`src/rtl/frac_refdiv_pkg.sv`:
```
package frac_refdiv_pkg;
  localparam int DATA_W     = 32;
  localparam int SEL_FW     = 4;
  localparam int SEL_LSB    = 0;
  localparam int BUSY_BIT   = 4;
  localparam int SWITCH_BIT = 5;
  localparam int OE_BIT     = 6;
  localparam int ON_BIT     = 7;
  localparam int DIV_LSB    = 8;

  typedef enum logic [1:0] {
    OP_STORE = 2'd0,
    OP_SET   = 2'd1,
    OP_CLEAR = 2'd2,
    OP_NONE  = 2'd3
  } wr_op_e;

  // strobes from control to datapath
  typedef struct packed {
    logic loadSettings;
    logic runOn;
  } dp_strobe_t;
endpackage

```
`src/rtl/refdiv_ctrl.sv`:
```
module refdiv_ctrl
  import frac_refdiv_pkg::*;
#(
  parameter int DIV_W  = 15,
  parameter int TRIM_W = 9
) (
  input  logic                clk,
  input  logic                rstN,
  input  logic                wrEn,
  input  logic                wrAddr,
  input  logic [1:0]          wrOp,
  input  logic [DATA_W-1:0]   wrData,
  input  logic                rdAddr,
  output logic [DATA_W-1:0]   rdData,
  input  logic                dpBoundary,
  input  logic                dpLevel,
  output dp_strobe_t          strobes,
  output logic [DIV_W-1:0]    shDivO,
  output logic [TRIM_W-1:0]   shTrimO,
  output logic [SEL_FW-1:0]   srcSelO,
  output logic                outEnO
);
  localparam int DIV_TOP = DIV_LSB + DIV_W;

  logic [SEL_FW-1:0] srcSel;
  logic              runOn, outEn, switchReq;
  logic [DIV_W-1:0]  shDiv;
  logic [TRIM_W-1:0] shTrim;
  logic              busy, loadNow, fieldLock, wrAct, ctrlWr, trimWr;
  logic [DATA_W-1:0] ctrlWord, trimWord, baseWord, newWord;

  assign busy      = runOn | dpLevel;
  assign fieldLock = busy | switchReq;
  assign loadNow   = switchReq & (~busy | dpBoundary);
  assign wrAct     = wrEn & (wrOp != OP_NONE);
  assign ctrlWr    = wrAct & ~wrAddr;
  assign trimWr    = wrAct & wrAddr;

  always_comb begin
    ctrlWord = '0;
    ctrlWord[SEL_LSB +: SEL_FW] = srcSel;
    ctrlWord[BUSY_BIT]          = busy;
    ctrlWord[SWITCH_BIT]        = switchReq;
    ctrlWord[OE_BIT]            = outEn;
    ctrlWord[ON_BIT]            = runOn;
    ctrlWord[DIV_LSB +: DIV_W]  = shDiv;
    trimWord = '0;
    trimWord[TRIM_W-1:0] = shTrim;
  end

  assign rdData = rdAddr ? trimWord : ctrlWord;

  always_comb begin
    baseWord = wrAddr ? trimWord : ctrlWord;
    if (!wrAddr) begin
      baseWord[BUSY_BIT]   = 1'b0;
      baseWord[SWITCH_BIT] = 1'b0;
    end
    case (wrOp)
      OP_SET:   newWord = baseWord | wrData;
      OP_CLEAR: newWord = baseWord & ~wrData;
      default:  newWord = wrData;
    endcase
  end

  logic unusedBits;
  assign unusedBits = ^{newWord[BUSY_BIT], newWord[DATA_W-1:DIV_TOP], newWord[DATA_W-1:TRIM_W]};

  always_ff @(posedge clk) begin
    if (!rstN) begin
      srcSel    <= '0;
      runOn     <= 1'b0;
      outEn     <= 1'b0;
      switchReq <= 1'b0;
      shDiv     <= '0;
      shTrim    <= '0;
    end else begin
      switchReq <= (switchReq & ~loadNow) | (ctrlWr & newWord[SWITCH_BIT]);
      if (ctrlWr) begin
        runOn <= newWord[ON_BIT];
        outEn <= newWord[OE_BIT];
        if (!fieldLock) begin
          srcSel <= newWord[SEL_LSB +: SEL_FW];
          shDiv  <= newWord[DIV_LSB +: DIV_W];
        end
      end
      if (trimWr && !fieldLock) shTrim <= newWord[TRIM_W-1:0];
    end
  end

  assign strobes.loadSettings = loadNow;
  assign strobes.runOn        = runOn;
  assign shDivO  = shDiv;
  assign shTrimO = shTrim;
  assign srcSelO = srcSel;
  assign outEnO  = outEn;


  switch_done_chk: assert property (@(posedge clk) disable iff (!rstN)
    $fell(switchReq) |-> ($past(!busy) || $past(dpBoundary)));


  field_lock_chk: assert property (@(posedge clk) disable iff (!rstN)
    (busy || switchReq) |=> ($stable(shDiv) && $stable(shTrim) && $stable(srcSel)));
endmodule

```
`src/rtl/refdiv_core.sv`:
```
module refdiv_core
  import frac_refdiv_pkg::*;
#(
  parameter int N_SRC  = 4,
  parameter int DIV_W  = 15,
  parameter int TRIM_W = 9
) (
  input  logic              clk,
  input  logic              rstN,
  input  dp_strobe_t        strobes,
  input  logic [DIV_W-1:0]  shDiv,
  input  logic [TRIM_W-1:0] shTrim,
  input  logic [SEL_FW-1:0] srcSel,
  input  logic [N_SRC-1:0]  srcTick,
  output logic              refLevel,
  output logic              boundary
);
  localparam int LEN_W = DIV_W + 1;

  logic [DIV_W-1:0]  divLive;
  logic [TRIM_W-1:0] trimLive;
  logic [LEN_W-1:0]  cnt, curLen;
  logic [TRIM_W-1:0] acc;
  logic [TRIM_W:0]   sum;
  logic              selTick, running, passLive, lastTick;

  function automatic logic [LEN_W-1:0] baseLen(input logic [DIV_W-1:0] d);
    return (d == '0) ? LEN_W'(1) : {1'b0, d};
  endfunction

  always_comb begin
    selTick = 1'b0;
    for (int i = 0; i < N_SRC; i++)
      if (srcSel == SEL_FW'(i)) selTick = srcTick[i];
  end

  assign running  = strobes.runOn | refLevel;
  assign passLive = (divLive == '0) && (trimLive == '0);
  assign lastTick = (cnt == curLen - LEN_W'(1));
  assign boundary = running & selTick & (passLive | lastTick);
  assign sum      = {1'b0, acc} + {1'b0, trimLive};

  always_ff @(posedge clk) begin
    if (!rstN) begin
      divLive  <= '0;
      trimLive <= '0;
      cnt      <= '0;
      curLen   <= LEN_W'(1);
      acc      <= '0;
      refLevel <= 1'b0;
    end else if (!running) begin
      refLevel <= 1'b0;
      cnt      <= '0;
      acc      <= '0;
      if (strobes.loadSettings) begin
        divLive  <= shDiv;
        trimLive <= shTrim;
        curLen   <= baseLen(shDiv);
      end else begin
        curLen   <= baseLen(divLive);
      end
    end else if (passLive) begin
      refLevel <= selTick & strobes.runOn;
      cnt      <= '0;
      acc      <= '0;
      if (strobes.loadSettings) begin
        divLive  <= shDiv;
        trimLive <= shTrim;
        curLen   <= baseLen(shDiv);
      end
    end else if (selTick) begin
      if (lastTick) begin
        refLevel <= ~refLevel;
        cnt      <= '0;
        if (strobes.loadSettings) begin
          divLive  <= shDiv;
          trimLive <= shTrim;
          acc      <= '0;
          curLen   <= baseLen(shDiv);
        end else begin
          acc      <= sum[TRIM_W-1:0];
          curLen   <= baseLen(divLive) + LEN_W'(sum[TRIM_W]);
        end
      end else begin
        cnt <= cnt + LEN_W'(1);
      end
    end
  end


  cnt_range_chk: assert property (@(posedge clk) disable iff (!rstN)
    (running && !passLive) |-> (cnt < curLen));


  len_range_chk: assert property (@(posedge clk) disable iff (!rstN)
    (running && !passLive) |->
      ((curLen >= baseLen(divLive)) && (curLen <= baseLen(divLive) + LEN_W'(1))));


  tick_gate_chk: assert property (@(posedge clk) disable iff (!rstN)
    (running && !passLive && !selTick) |=> $stable(refLevel));


  high_hold_chk: assert property (@(posedge clk) disable iff (!rstN)
    (refLevel && !boundary && !passLive) |=> refLevel);
endmodule

```
`src/rtl/frac_refclk_div.sv`:
```
module frac_refclk_div
  import frac_refdiv_pkg::*;
#(
  parameter int N_SRC  = 4,
  parameter int DIV_W  = 15,
  parameter int TRIM_W = 9
) (
  input  logic              clk,
  input  logic              rstN,
  input  logic [N_SRC-1:0]  srcTick,
  input  logic              wrEn,
  input  logic              wrAddr,
  input  logic [1:0]        wrOp,
  input  logic [31:0]       wrData,
  input  logic              rdAddr,
  output logic [31:0]       rdData,
  output logic              refClk
);
  dp_strobe_t        strobes;
  logic [DIV_W-1:0]  shDiv;
  logic [TRIM_W-1:0] shTrim;
  logic [SEL_FW-1:0] srcSel;
  logic              outEn, refLevel, boundary;

  refdiv_ctrl #(.DIV_W(DIV_W), .TRIM_W(TRIM_W)) ctrl_i (
    .clk(clk), .rstN(rstN), .wrEn(wrEn), .wrAddr(wrAddr), .wrOp(wrOp),
    .wrData(wrData), .rdAddr(rdAddr), .rdData(rdData),
    .dpBoundary(boundary), .dpLevel(refLevel), .strobes(strobes),
    .shDivO(shDiv), .shTrimO(shTrim), .srcSelO(srcSel), .outEnO(outEn)
  );

  refdiv_core #(.N_SRC(N_SRC), .DIV_W(DIV_W), .TRIM_W(TRIM_W)) core_i (
    .clk(clk), .rstN(rstN), .strobes(strobes), .shDiv(shDiv), .shTrim(shTrim),
    .srcSel(srcSel), .srcTick(srcTick), .refLevel(refLevel), .boundary(boundary)
  );

  assign refClk = refLevel & outEn;
endmodule

```
`config.mk`:
```
export PLATFORM = sky130hd
export DESIGN_NAME = frac_refclk_div
export DESIGN_NICKNAME = d
export VERILOG_FILES = /design/src/rtl/frac_refdiv_pkg.sv /design/src/rtl/refdiv_ctrl.sv /design/src/rtl/refdiv_core.sv /design/src/rtl/frac_refclk_div.sv
export SDC_FILE = /design/constraint.sdc
export NUM_CORES = 1
export LEC_CHECK = 0
export CAP_MARGIN = 20
export CORE_AREA = 8 8 170 156
export CTS_BUF_LIST = sky130_fd_sc_hd__clkbuf_8
export CTS_CLUSTER_SIZE = 16
export DETAILED_ROUTE_END_ITERATION = 7
export DIE_AREA = 0 0 178 164
export DONT_BUFFER_PORTS = 1
export PLACE_DENSITY = 0.38
export SKIP_CTS_REPAIR_TIMING = 1
export SLEW_MARGIN = 10
export SYNTH_ARGS = -nofsm -noshare
export SYNTH_HDL_FRONTEND = slang
export SYNTH_HIERARCHICAL = 1
export SYNTH_SLANG_ARGS = --single-unit
```
`constraint.sdc`:
```
create_clock -name clk -period 9.3 [get_ports clk]
set_input_delay 1.86 -clock clk [delete_from_list [all_inputs] [get_ports clk]]
set_output_delay 1.86 -clock clk [all_outputs]
set_load 0.01 [all_outputs]
```
==> results of run 1 <==
-- layer usage --
metal | vias to the layer above | wire length, µm | global-route usage (%)
met5 | - | 0 | 0
met4 | 0 | 317 | 4.43
met3 | 20 | 665 | 2.23
met2 | 97 | 9190 | 21.9
met1 | 2753 | 9830 | 18.8
li1 | 2767 | - | -
-- flip-flops by register name, indices dropped and copies added (netlist names), 4 cells and up --
register	cells
core_i/cnt	16
core_i/curLen	16
core_i/divLive	15
ctrl_i/shDivO	15
core_i/acc	9
core_i/trimLive	9
ctrl_i/shTrimO	9
ctrl_i/srcSelO	4
-- path summary, 6_finish.rpt --
| path | depth (start not counted) | slack [ps] | to |
|---|---|---|---|
| max | 17 | 3250 | core_i/curLen[5] |
| min | 2 | 460 | core_i/acc[0] |
| max reg2reg | 17 | 3250 | core_i/curLen[5] |
| min reg2reg | 2 | 460 | core_i/acc[0] |
-- critical path, delay by kind of cell (launching register included) --
family | cells | cell delay, ps
fa+ha+maj | 1 | 360
mux | 1 | 130
compound gates | 6 | 1960
flops | 1 | 380
buf+inv | 4 | 1730
simple gates | 5 | 1330
-- metrics by stage --
stage / hold WS (ps) / setup slack, ps
2_1_floorplan: 436 / 4670
3_3_place_gp: 444 / 3300
3_5_place_dp: 451 / 3250
4_1_cts: 464 / 3260
5_1_grt: 483 / 2750
6_report: 462 / 3250
-- power by group --
part	internal, mW	switching (mW)
combinational	0.0566	0.0904
sequential	0.424	0.0167
clock	0.125	0.166
total	0.605	0.273
-- synthesized netlist by cell type, types with 16 or more instances --
cell type	number
a211oi_1	22
a21oi_1	48
a31oi_1	19
clkbuf_1	36
dfxtp_1	97
ha_1	16
mux2i_1	17
nand2_1	62
nand3_1	44
nor2_1	58
nor2b_1	40
nor3_1	16
o21ai_0	40
o22ai_1	32
xnor2_1	20
xor2_1	24
-- layout make-up --
cell class / instances / share of cell area (%)
multi-input combinational: 616 / 60.4
sequential: 97 / 29.5
tap: 308 / 5.85
clock buffer: 9 / 1.88
clock inverter: 7 / 1.05
timing repair buffer: 7 / 0.798
inverter: 10 / 0.570
-- logic make-up (layout without fill, tap and decap cells) --
group	after synthesis	in the layout	synth area share (%)
other	1	9	0.0602
buffers and inverters	70	33	5.50
XOR/XNOR	44	44	6.19
multiplexers	32	32	5.44
AND/OR/NAND/NOR	300	300	25.7
adder cells (fa/ha/maj)	17	17	3.54
flip-flops	97	97	31.2
AO/OA/AOI/OAI	214	214	22.4
==> results.md, run 1 <==
- Clk_lat worst skew: 390 ps
- Flip-flop and latch area: 1940 µm²
- Clock Tree Buf Depth: 2
- Io pins: 76
- Initial Util: between 20% and 30%
- Clock skew: 22.6 ps
- Via count: approximately 5600
- Pre-antenna DRT Iters: 4
- Final ANT Viol Nets: 0
- Worst Path Required: 9550 ps
- Final setup fails: 0
- Fraction of layout cells with a size suffix above 1: 7.51%
- Worst Setup Start Kind: register
- Yosys top cell area share: 31.2%
- Crit-path cells: inv_1, ha_1, nand4bb_1, a211oi_1, o21ai_0, a2111oi_2, nand4b_2, nor3_1, o211a_1, o21bai_1, and2_1, buf_4, clkinv_1, o21ai_1, nor2_1, buf_4, mux2i_1
- Commonest non-fill, non-tap cell in the layout: dfxtp_1
- H-tree depth: 3
- Final critical-path share of the clock period: between 60% and 70%
- First-pass GRT wire length: around 32000 µm
- Slew Viols, Final: 0
- Max VDD drop: 0.0000505 V
- Total Wirelength: 20000 µm
- # port buffers: 0
- Grt ovf: 0
- Drt drc: 0
- Cell Area, Synth: slightly above 6000 µm²
- Setup_tns: 0 ps
- Final core occ: 27.8%
- Average wire per standard cell: 19.0 µm
- Vias in the first global route: around 5500
- CTS Sinks: 97
- Largest net degree at the start of global routing: 49
- Top cells by area, synth: dfxtp_1 31%, nor2b_1 4.0%, a21oi_1 3.9%
- Critical Path Max Stage Delay: 950 ps
- Diode count: 0
- CTS tree: yes
- Hold Vio Cnt, Final: 0
- Placed cell count: 1038
- FFs w/ async S/R, synth: 0%
- Status: finished, final reports clean
- LEAKAGE: about 2.2 nW
- Most frequent cells in the layout: 97 x dfxtp_1, 62 x nand2_1, 58 x nor2_1
- Area grow syn2layout: 5.71%
- Initial antenna violation count: 0
- Syn avg cell area: 8.04 µm²
- Worst-Margin Slew: 1090 ps
- Multi-input gate area: 3970 µm²
- Total CTS buffers: 9
- Flops & latches, synth: 97
- Area leader, netlist: dfxtp_1
- Sequential fraction of the synthesis area: 31.2%
- Post-synth EDFFs: 0
- Placer congestion estimate: ~0.79
- DIE WIDTH: about 180 µm
- Detailed placement HPWL: about 14000 µm
- Slowest-stage cell, CP: clkinv_1
- Worst setup path start: core_i/curLen[0]
- Syn. warnings: 6
- Achievable Freq: about 170 MHz
- Height of the die: 164 µm
- Final Cell Area: 6580 µm²
- Clock root cell: clkbuf_8
- Pwr Total: 878 µW
- CP endpoint kind: register
- Slew headroom: between 20% and 30%
- GRT Overall Usage: between 10 and 15%
- Kind of critical path: register to register
- CORE AREA: roughly 24000 µm²
- Origin of the critical flop-to-flop path: core_i/curLen[0]
- Top FF cell, synth: dfxtp_1
- Synth cell types: 76
- Worst path arrival time: roughly 6300 ps
- Initial DRC count: 414
- RSZ-0062 raised after global routing: false
- Fill count: about 2500
- HP Class: register to register
- Worst-path clk slew: 100 ps
- PwrDens: 133 nW/µm²
- Worst hold start: core_i/acc[0]
- Area of placed instances: 6390 µm²
- Site Rows: 54
- Vias per cell: 5.35
- Minimum clock period: 6050 ps
- Max-cap violation count: 0
- Crit-path most repeated cell: buf_4
- Nets@finish: about 800
- Die area: 29200 µm²
- Post-synthesis cell count: 775
- Layout Cells excl Fill: roughly 1100
- CP Max Fanout: 42
(Power assumes the default switching activity.)
==> run 2, diff against run 1 <==
- PLACE_DENSITY: 0.38 -> 0.39
- clock period: 9.3 -> 4.9 ns (I/O delays scaled with it)
==> results.md, run 2 (synthesized netlist as in run 1, its figures left out) <==
- Initial DRC count: 295 (-29%)
- R2R setup slack: 620 ps (-2630 ps)
- Sequential Power Share: 50.0% (-0.2 points)
- Final ANT Viol Nets: 0 (unchanged)
- HP Class: register to register
- Drt drc: 0 (unchanged)
- Diode count: 0 (unchanged)
- CTS Sinks: 97 (unchanged)
- PwrDens: 252 nW/µm² (+89%)
- Final critical-path share of the clock period: 87.4% (+22 points)
- Detailed placement HPWL: 14400 µm (+0.50%)
- Via count: 5670 (+0.59%)
- R2R depth: 15 (-2)
- # port buffers: 0 (unchanged)
- Worst hold endpoint: core_i/acc[6]
- Kind of critical path: register to register
- Slew Viols, Final: 0 (unchanged)
- Slowest-stage cell, CP: o221ai_1
- Site Rows: 54 (unchanged)
- Crit-path cells: inv_1, ha_1, nand4bb_1, a211oi_1, o21ai_0, a2111oi_2, nand4b_2, nor3_1, o211a_1, o21bai_1, and2_1, buf_4, a21oi_1, o221ai_1, mux2i_1
- Final setup fails: 0 (unchanged)
- Area of placed instances: 6420 µm² (+0.47%)
- Max VDD drop: 0.000112 V (+120%)
- Clk network pwr share: 32.7% (-0.4 points)
- Most frequent cells in the layout: 97 x dfxtp_1, 62 x nand2_1, 58 x nor2_1
- Initial Util: 26.3% (unchanged)
- Met3 usage: 2.21% (-0.023 points)
- Clock Tree Buf Depth: 2 (unchanged)
- Final Cell Area: 6620 µm² (+0.48%)
- Setup_tns: 0 ps (unchanged)
- Largest net degree at the start of global routing: 49 (unchanged)
- Met2 usage: 21.1% (-0.85 points)
- CORE AREA: 23700 µm² (unchanged)
- Int Pwr: 1.16 mW (+92%)
- Hold Vio Cnt, Final: 0 (unchanged)
- Hold depth: 2 (unchanged)
- Area grow syn2layout: 6.21%
- Height of the die: 164 µm (unchanged)
- Commonest non-fill, non-tap cell in the layout: dfxtp_1
- CP endpoint kind: register
- Switching share of total power: 30.2% (-0.88 points)
- Clock root cell: clkbuf_8
- Vias per cell: 5.36 (+0.30%)
- Placer congestion estimate: 0.793 (about the same)
- Die area: 29200 µm² (unchanged)
- Achievable Freq: 233 MHz (+41%)
- RSZ-0062 raised after global routing: false
- GRT Overall Usage: 13.8% (-0.056 points)
- LEAKAGE: 2.19 nW (+0.91%)
- Nets@finish: 805 (+0.50%)
- Pre-antenna DRT Iters: 6 (+2)
- Placed cell count: 1042 (+0.39%)
- Vias in the first global route: 5629 (+2.6%)
- Worst path arrival time: 4540 ps (-1770 ps)
- Io pins: 76 (unchanged)
- Worst R2R End: core_i/curLen[5]
- First-pass GRT wire length: 32000 µm (about the same)
- Top flop regs: core_i/cnt (16), core_i/curLen (16)
- Worst Path Required: 5150 ps (-4400 ps)
- Fraction of layout cells with a size suffix above 1: 7.88% (+0.37 points)
- Grt ovf: 0 (unchanged)
- Worst Setup Start Kind: register
- Top Usage Layer GRT: met2
- Pwr Total: 1.67 mW (+90%)
- CTS tree: yes
- H-tree depth: 3 (unchanged)
- Clock skew: 21.5 ps (-1.08 ps)
- Worst-path clk slew: 90 ps (about the same)
- DIE WIDTH: 178 µm (unchanged)
- Total CTS buffers: 9 (unchanged)
- Met1 Track Usage GR: 19.2% (+0.35 points)
- Max-cap violation count: 0 (unchanged)
- Minimum clock period: 4280 ps (-1770 ps)
- Worst-Margin Slew: 1040 ps (-49.0 ps)
- Clk_lat worst skew: 380 ps (about the same)
- Status: finished, final reports clean
- Origin of the critical flop-to-flop path: core_i/curLen[0]
- Initial antenna violation count: 0 (unchanged)
- CP Max Fanout: 41 (-2.4%)
- Average wire per standard cell: 18.8 µm (-1.1%)
- Switching pwr: 504 µW (+85%)
- Worst hold start: core_i/acc[6]
- Critical Path Max Stage Delay: 430 ps (-520 ps)
- Total Wirelength: 19800 µm (-0.79%)
- Layout Cells excl Fill: 1057 (+0.28%)
- Fill count: 2530 (-0.20%)
- Slew headroom: 30.5% (+3.3 points)
- Combinational power share: 17.3% (+0.6 points)
-- run 2: cell count changes in the layout (fill, tap and decap cells not counted), sizes merged --
cell / change
inv: -1
buf: +4
clkbuf: +1
clkinvlp: -1
-- run 2: worst max-delay path by stage --
stage               slack [ps]             start                end
finish                     620  core_i/curLen[0]   core_i/curLen[5]
global route               250  core_i/curLen[0]  core_i/curLen[10]
CTS                        630  core_i/curLen[0]  core_i/curLen[10]
detailed placement         680  core_i/curLen[0]  core_i/curLen[13]
global placement           660  core_i/curLen[0]   core_i/curLen[5]
floorplan                 1020  core_i/curLen[0]   core_i/curLen[5]
-- run 2: power by group through the flow --
stage	clock [mW]	sequential, mW	combinational [mW]
after floorplan	0	0.838	0.236
after global placement	0	0.852	0.284
after detailed placement	0	0.853	0.288
after CTS	0.575	0.835	0.289
after global routing	0.608	0.838	0.314
final	0.545	0.835	0.288
-- run 2: per-stage QoR --
| step | util [%] | hold slack, ps | worst slack [ps] |
|---|---|---|---|
| 2_1_floorplan | - | 436 | 1020 |
| 3_3_place_gp | 27.1 | 453 | 663 |
| 3_5_place_dp | 27.1 | 460 | 679 |
| 4_1_cts | 27.9 | 473 | 632 |
| 5_1_grt | 27.9 | 510 | 246 |
| 6_report | 27.9 | 468 | 616 |
-- run 2: layout make-up --
class	instances	area, µm²	share of cell area [%]
sequential	97	1940	29.4
multi-input combinational	616	3970	60.1
clock buffer	10	138	2.08
tap	308	385	5.83
timing repair buffer	11	82.6	1.25
inverter	10	37.5	0.567
clock inverter	5	56.3	0.851
-- run 2: per-layer routing --
metal  part of all wire, %  vias up
met5                     0        -
li1                      -     2777
met4                   1.4        0
met2                    46      118
met3                   4.0       20
met1                    49     2755
-- run 2: worst max-delay path, delay by kind of cell (launching register included) --
family                     cells  cell delay (ps)
muxes                          1              120
AOI/OAI and AO/OA              7             1880
DFF                            1              380
buffers and inverters          2              540
and+or+nand+nor                4              870
adders and majority gates      1              360
